<file path="src/rtl/zbt_pkg.sv">
package zbt_pkg;
   localparam int LANES  = 4;
   localparam int LANE_W = 9;
   localparam int WORD_W = LANES * LANE_W;

   typedef enum logic {OP_WR = 1'b0, OP_RD = 1'b1} op_e;
endpackage

</file>
<file path="src/rtl/zbt_cmd_stage.sv">
module zbt_cmd_stage
   import zbt_pkg::*;
#(
   parameter int ADDR_W     = 6,
   parameter bit INTERLEAVE = 1'b0
)(
   input  logic              clk,
   input  logic              rst_n,
   input  logic              clk_en_n,
   input  logic              ce_a_n,
   input  logic              ce_b,
   input  logic              ce_c_n,
   input  logic              adv_ld_n,
   input  logic              rd_wr_n,
   input  logic [ADDR_W-1:0] addr,
   input  logic [LANES-1:0]  lane_we_n,
   output logic              cmd_vld,
   output op_e               cmd_op,
   output logic [ADDR_W-1:0] eff_addr,
   output logic [LANES-1:0]  lane_wr
);
   logic              all_sel;
   logic [ADDR_W-1:0] base_q;
   logic [1:0]        cnt_q;
   logic [1:0]        low_bits;

   assign all_sel = !ce_a_n && ce_b && !ce_c_n;

   always_ff @(posedge clk or negedge rst_n) begin
      if (!rst_n) begin
         cmd_vld <= 1'b0;
         cmd_op  <= OP_RD;
         base_q  <= '0;
         cnt_q   <= '0;
         lane_wr <= '0;
      end else if (!clk_en_n) begin
         if (!adv_ld_n) begin
            cmd_vld <= all_sel;
            if (all_sel) begin
               cmd_op  <= rd_wr_n ? OP_RD : OP_WR;
               base_q  <= addr;
               cnt_q   <= 2'd0;
               lane_wr <= ~lane_we_n;
            end
         end else if (cmd_vld) begin
            cnt_q   <= cnt_q + 2'd1;
            lane_wr <= ~lane_we_n;
         end
      end
   end

   generate
      if (INTERLEAVE) begin : g_ilv
         assign low_bits = base_q[1:0] ^ cnt_q;
      end else begin : g_lin
         assign low_bits = base_q[1:0] + cnt_q;
      end
   endgenerate

   assign eff_addr = {base_q[ADDR_W-1:2], low_bits};


   cen_hold_chk: assert property (@(posedge clk) disable iff (!rst_n)
      clk_en_n |=> $stable(cmd_vld) && $stable(eff_addr) && $stable(cmd_op));

   desel_chk: assert property (@(posedge clk) disable iff (!rst_n)
      (!clk_en_n && !adv_ld_n && !(!ce_a_n && ce_b && !ce_c_n)) |=> !cmd_vld);

   burst_keep_chk: assert property (@(posedge clk) disable iff (!rst_n)
      (!clk_en_n && adv_ld_n && cmd_vld) |=> cmd_vld && $stable(cmd_op));

   idle_stay_chk: assert property (@(posedge clk) disable iff (!rst_n)
      (!clk_en_n && adv_ld_n && !cmd_vld) |=> !cmd_vld);
endmodule

</file>
<file path="src/rtl/zbt_array.sv">
module zbt_array
   import zbt_pkg::*;
#(
   parameter int DEPTH  = 64,
   parameter int ADDR_W = 6
)(
   input  logic              clk,
   input  logic              rst_n,
   input  logic              wr_go,
   input  logic [LANES-1:0]  lane_wr,
   input  logic [ADDR_W-1:0] addr,
   input  logic [WORD_W-1:0] wdata,
   output logic [WORD_W-1:0] rdata
);
   logic [WORD_W-1:0] mem [DEPTH];

   always_ff @(posedge clk or negedge rst_n) begin
      if (!rst_n) begin
         for (int i = 0; i < DEPTH; i++)
            for (int k = 0; k < LANES; k++)
               mem[i][k*LANE_W +: LANE_W] <= LANE_W'(i + 64 * k);
      end else if (wr_go) begin
         for (int k = 0; k < LANES; k++)
            if (lane_wr[k])
               mem[addr][k*LANE_W +: LANE_W] <= wdata[k*LANE_W +: LANE_W];
      end
   end

   assign rdata = mem[addr];

   generate
      for (genvar k = 0; k < LANES; k++) begin : g_lane_chk

         lane_wr_chk: assert property (@(posedge clk) disable iff (!rst_n)
            (wr_go && lane_wr[k]) |=>
               mem[$past(addr)][k*LANE_W +: LANE_W] == $past(wdata[k*LANE_W +: LANE_W]));

         lane_keep_chk: assert property (@(posedge clk) disable iff (!rst_n)
            (wr_go && !lane_wr[k]) |=>
               mem[$past(addr)][k*LANE_W +: LANE_W] == $past(mem[addr][k*LANE_W +: LANE_W]));
      end
   endgenerate
endmodule

</file>
<file path="src/rtl/zbt_sram.sv">
module zbt_sram
   import zbt_pkg::*;
#(
   parameter int DEPTH            = 64,
   parameter bit BURST_INTERLEAVE = 1'b0,
   localparam int ADDR_W          = $clog2(DEPTH)
)(
   input  logic              clk,
   input  logic              rst_n,
   input  logic              clk_en_n,
   input  logic              ce_a_n,
   input  logic              ce_b,
   input  logic              ce_c_n,
   input  logic              adv_ld_n,
   input  logic              rd_wr_n,
   input  logic [ADDR_W-1:0] addr,
   input  logic [3:0]        lane_we_n,
   input  logic              oe_async_n,
   input  logic [35:0]       dq_in,
   output logic [35:0]       dq_out,
   output logic              dq_oe
);
   generate
      if (DEPTH < 16 || DEPTH > 256 || (1 << ADDR_W) != DEPTH) begin : g_bad_depth
         $error("DEPTH must be a power of two from 16 to 256");
      end
      if (WORD_W != 36) begin : g_bad_word
         $error("word width must be 36");
      end
   endgenerate

   logic              cmd_vld;
   op_e               cmd_op;
   logic [ADDR_W-1:0] eff_addr;
   logic [LANES-1:0]  lane_wr;
   logic              wr_go;

   zbt_cmd_stage #(.ADDR_W(ADDR_W), .INTERLEAVE(BURST_INTERLEAVE)) i_cmd (
      .clk(clk), .rst_n(rst_n), .clk_en_n(clk_en_n),
      .ce_a_n(ce_a_n), .ce_b(ce_b), .ce_c_n(ce_c_n),
      .adv_ld_n(adv_ld_n), .rd_wr_n(rd_wr_n), .addr(addr),
      .lane_we_n(lane_we_n), .cmd_vld(cmd_vld), .cmd_op(cmd_op),
      .eff_addr(eff_addr), .lane_wr(lane_wr)
   );

   assign wr_go = cmd_vld && (cmd_op == OP_WR) && !clk_en_n;

   zbt_array #(.DEPTH(DEPTH), .ADDR_W(ADDR_W)) i_array (
      .clk(clk), .rst_n(rst_n), .wr_go(wr_go), .lane_wr(lane_wr),
      .addr(eff_addr), .wdata(dq_in), .rdata(dq_out)
   );

   assign dq_oe = cmd_vld && (cmd_op == OP_RD) && !oe_async_n;


   oe_force_chk: assert property (@(posedge clk) disable iff (!rst_n)
      (oe_async_n || !cmd_vld) |-> !dq_oe);
endmodule

</file>
<file path="config.mk">
export PLATFORM = sky130hd
export DESIGN_NAME = zbt_sram
export DESIGN_NICKNAME = d
export VERILOG_FILES = /design/src/rtl/zbt_pkg.sv /design/src/rtl/zbt_cmd_stage.sv /design/src/rtl/zbt_array.sv /design/src/rtl/zbt_sram.sv
export SDC_FILE = /design/constraint.sdc
export NUM_CORES = 2
export LEC_CHECK = 0
export ABC_AREA = 1
export ABC_CLOCK_PERIOD_IN_PS = 3450
export BUFFER_PORTS_ARGS = -buffer_cell sky130_fd_sc_hd__buf_2
export CELL_PAD_IN_SITES_DETAIL_PLACEMENT = 1
export CELL_PAD_IN_SITES_GLOBAL_PLACEMENT = 1
export CORE_MARGIN = 2
export CORE_UTILIZATION = 52
export DETAILED_ROUTE_END_ITERATION = 16
export PLACE_DENSITY_LB_ADDON = 0.1
export SLEW_MARGIN = 5
export SYNTH_ARGS = -nofsm -noshare
export SYNTH_HDL_FRONTEND = slang
export SYNTH_SLANG_ARGS = --single-unit
</file>
<file path="constraint.sdc">
create_clock -name clk -period 3.45 [get_ports clk]
set_input_delay 0.345 -clock clk [delete_from_list [all_inputs] [get_ports clk]]
set_output_delay 0.345 -clock clk [all_outputs]
set_load 0.01 [all_outputs]
</file>
==> metrics.cfg <==
[logic_synthesis]
synth_fa_ha_area_frac=0.000112
synth_cell_types=36
synth_cells=14100
muxShareOfSynthArea=0.00602
synth-xor-area-share=0
async_flop_share=1.00
synth_compound_area_frac=0.142
ys_seq_area_frac=0.533
synthSimpleGateAreaFrac=0.275
syn_area_per_cell_um2=7.91
yosysWarningCount=0
ys_ff_latch=2318
synth-edff-count=0
synth_top_family_by_area=simple AND/OR/NAND/NOR gates
syn_nets=14100
synth_area_um2=111000
synth_ff_type=dfrtp_1

[power]
leakage_uw=0.0588
powerDensity_nw_per_um2=625
peakVddDrop_mv=0.640
finalPower_uw=81100

[clock_network]
cts_buffers=277
root_buffer=clkbuf_16
clk_pin_slew_ps=60
clkSinkCount=2318
tritoncts=yes
max-clock-path-buffers=4
htree_levels=5
insertion_delay_ps=960

[min_path]
hold_path.class=in -> reg

[floorplan]
ios=92
die_h_um=467
die_x_um=467
rows=169
dieArea_um2=218000
core_region_area_um2=213000
start_util=0.524

[critical_path]
worst-path-max-fanout=7
critPathArrivalTime_ps=3740
end_kind=primary output
cp_num_buf_inv=7
cp_slowest_cell=dfrtp_1
start_kind=flip-flop
crit_chain=ha_4 -> buf_12 -> clkinv_8 -> buf_4 -> a21boi_1 -> o21ai_1 -> buf_4 -> nand2_1 -> nand2_1 -> nand2_1 -> nand2_1 -> nor2_1 -> buf_4 -> nand2_2 -> buf_8 -> buf_2
cp_top_family=buffers and inverters
crit_path_max_incr_delay_ps=430
critPathMostFrequentCell=nand2_1
critPathRequiredTime_ps=3110
path_class=reg -> out

[sta]
final-setup-viol-count=48
fmax_ghz=0.245
finalHoldViolations=0
relSlewSlack=0.189
maxSlewViolCount=0
layout_setup_ws_ps=-640
period_share=1.19
fin_skew_ps=39.4
min_period_ps=4090
tightest_slew_ps=1220
grt_setup_unrepaired=yes

[place]
io_buffers=91
placed_area_um2=115000
dp.cells=16400
hpwl_mm=267
gp_congestion=0.895

[global_route]
grt_pass1_wl_mm=679
grt_max_degree=160
track_usage=0.408
grt_pass1_vias=110000
gr-total-overflow=0
antenna_found_initial=10

[routing]
drt_wl_total_mm=451
ant_nets=0
drc=0
num_vias=103000
drtIter0Drc=9896
drt-vias-per-instance=6.06
wl_per_cell_um=26.4
firstDrtPassIters=8

[cells_and_area]
mostFrequentLayoutCells=6,836 x nand2_1, 1,600 x o21ai_0, 1,292 x dfrtp_1
layoutNonFillerInstCount=17100
final_common_cell=nand2_1
area_growth_pct=16.6
nets=14100
fin_area_um2=130000
final_core_util=0.611
layout-drive-gt1-share=0.201

[run]
maxCapViolCount=0

[run_status]
violations=negative setup slack
status=finished, violations left

-- registers in the layout, indices dropped and copies added (netlist names) --
name,cells
i_cmd.lane_wr,4
i_cmd.cmd_op,1
i_cmd.cmd_vld,1
i_cmd.cnt_q,2
i_array.mem,2304
i_cmd.base_q,6
-- power breakdown --
part / internal, uW / leakage (uW) / total, uW / switching, uW
Clock: 18000 / 0.00452 / 30000 / 12100
Combinational: 7670 / 0.0257 / 22900 / 15200
Sequential: 27800 / 0.0286 / 28200 / 350
-- metal layers --
metal / vias to the layer above / share of wire / global-route usage
li1: 45000 / - / -
met1: 52900 / 0.39 / 0.509
met2: 4216 / 0.46 / 0.648
met3: 1407 / 0.079 / 0.0795
met4: 4 / 0.072 / 0.269
met5: - / 0.000064 / 0
-- cell usage after synthesis, drive strengths merged, types with 9 or more instances --
master  count  area share
nor3        9      0.0012
clkinv     36      0.0012
a21boi    333       0.022
dfstp    1025        0.24
inv        26      0.0011
dfrtp    1293        0.29
mux2i      67      0.0060
nand2    7360        0.26
clkbuf    418       0.014
nor2      245       0.014
buf       541       0.027
o21ai    2653        0.12
nand3      53      0.0026
-- timing repair --
item / CTS / global route
pin swaps: 154 / 80
buffers inserted: 77 / 18
gates cloned: 57 / 5
hold endpoints to repair: 232 / 0
gates resized for setup: 710 / 208
hold buffers: 24 / 0
setup endpoints to repair: 38 / 36
-- path summary, 6_finish.rpt --
check | end | startpoint | slack, ps | cells past startpoint
hold / removal | i_array.mem[1544] | dq_in[32] | 20 | 3
min in group asynchronous | i_array.mem[1724] | rst_n | 50 | 2
setup / recovery | dq_out[2] | i_cmd.base_q[0] | -640 | 16
hold reg to reg | i_array.mem[201] | i_array.mem[201] | 470 | 2
max in group asynchronous | i_array.mem[167] | rst_n | 2030 | 4
setup reg to reg | i_array.mem[1897] | i_cmd.base_q[3] | -30 | 7
-- area by class of cell --
cell class	instances	area (um2)
Antenna cell	7	17.5
Clock inverter	66	805
Timing Repair inverter	3	48.8
Sequential cell	2318	59300
Multi-Input combinational cell	10700	48700
Fill cell	25000	82700
Inverter	64	343
Clock buffer	415	8330
Tap cell	2821	3530
Timing Repair Buffer	660	8800
-- cells by family after synthesis --
family,count (synthesis)
adder cells (fa/ha/maj),1
flip-flops,2318
buffers and inverters,1023
multiplexers,67
AO/OA/AOI/OAI,2995
AND/OR/NAND/NOR,7668
-- through the flow --
step                setup TNS [ps]  hold slack [ps]  setup slack, ps
floorplan                        0             49.4              932
global placement              -483              370             -369
detailed placement            -612              376             -413
CTS                         -16080             11.4             -538
global route                -20660             37.4             -651
finish                      -19820             21.4             -640
-- worst register-to-register path: stages, from the launching register on --
cell      delay (ps)
dfrtp_1          640
inv_4            160
nor3_4           310
buf_4            470
bufinv_8         390
nor2_4           600
nand2_2          430
o21ai_0          370
Note: power is estimated with default switching activity, not from simulation.
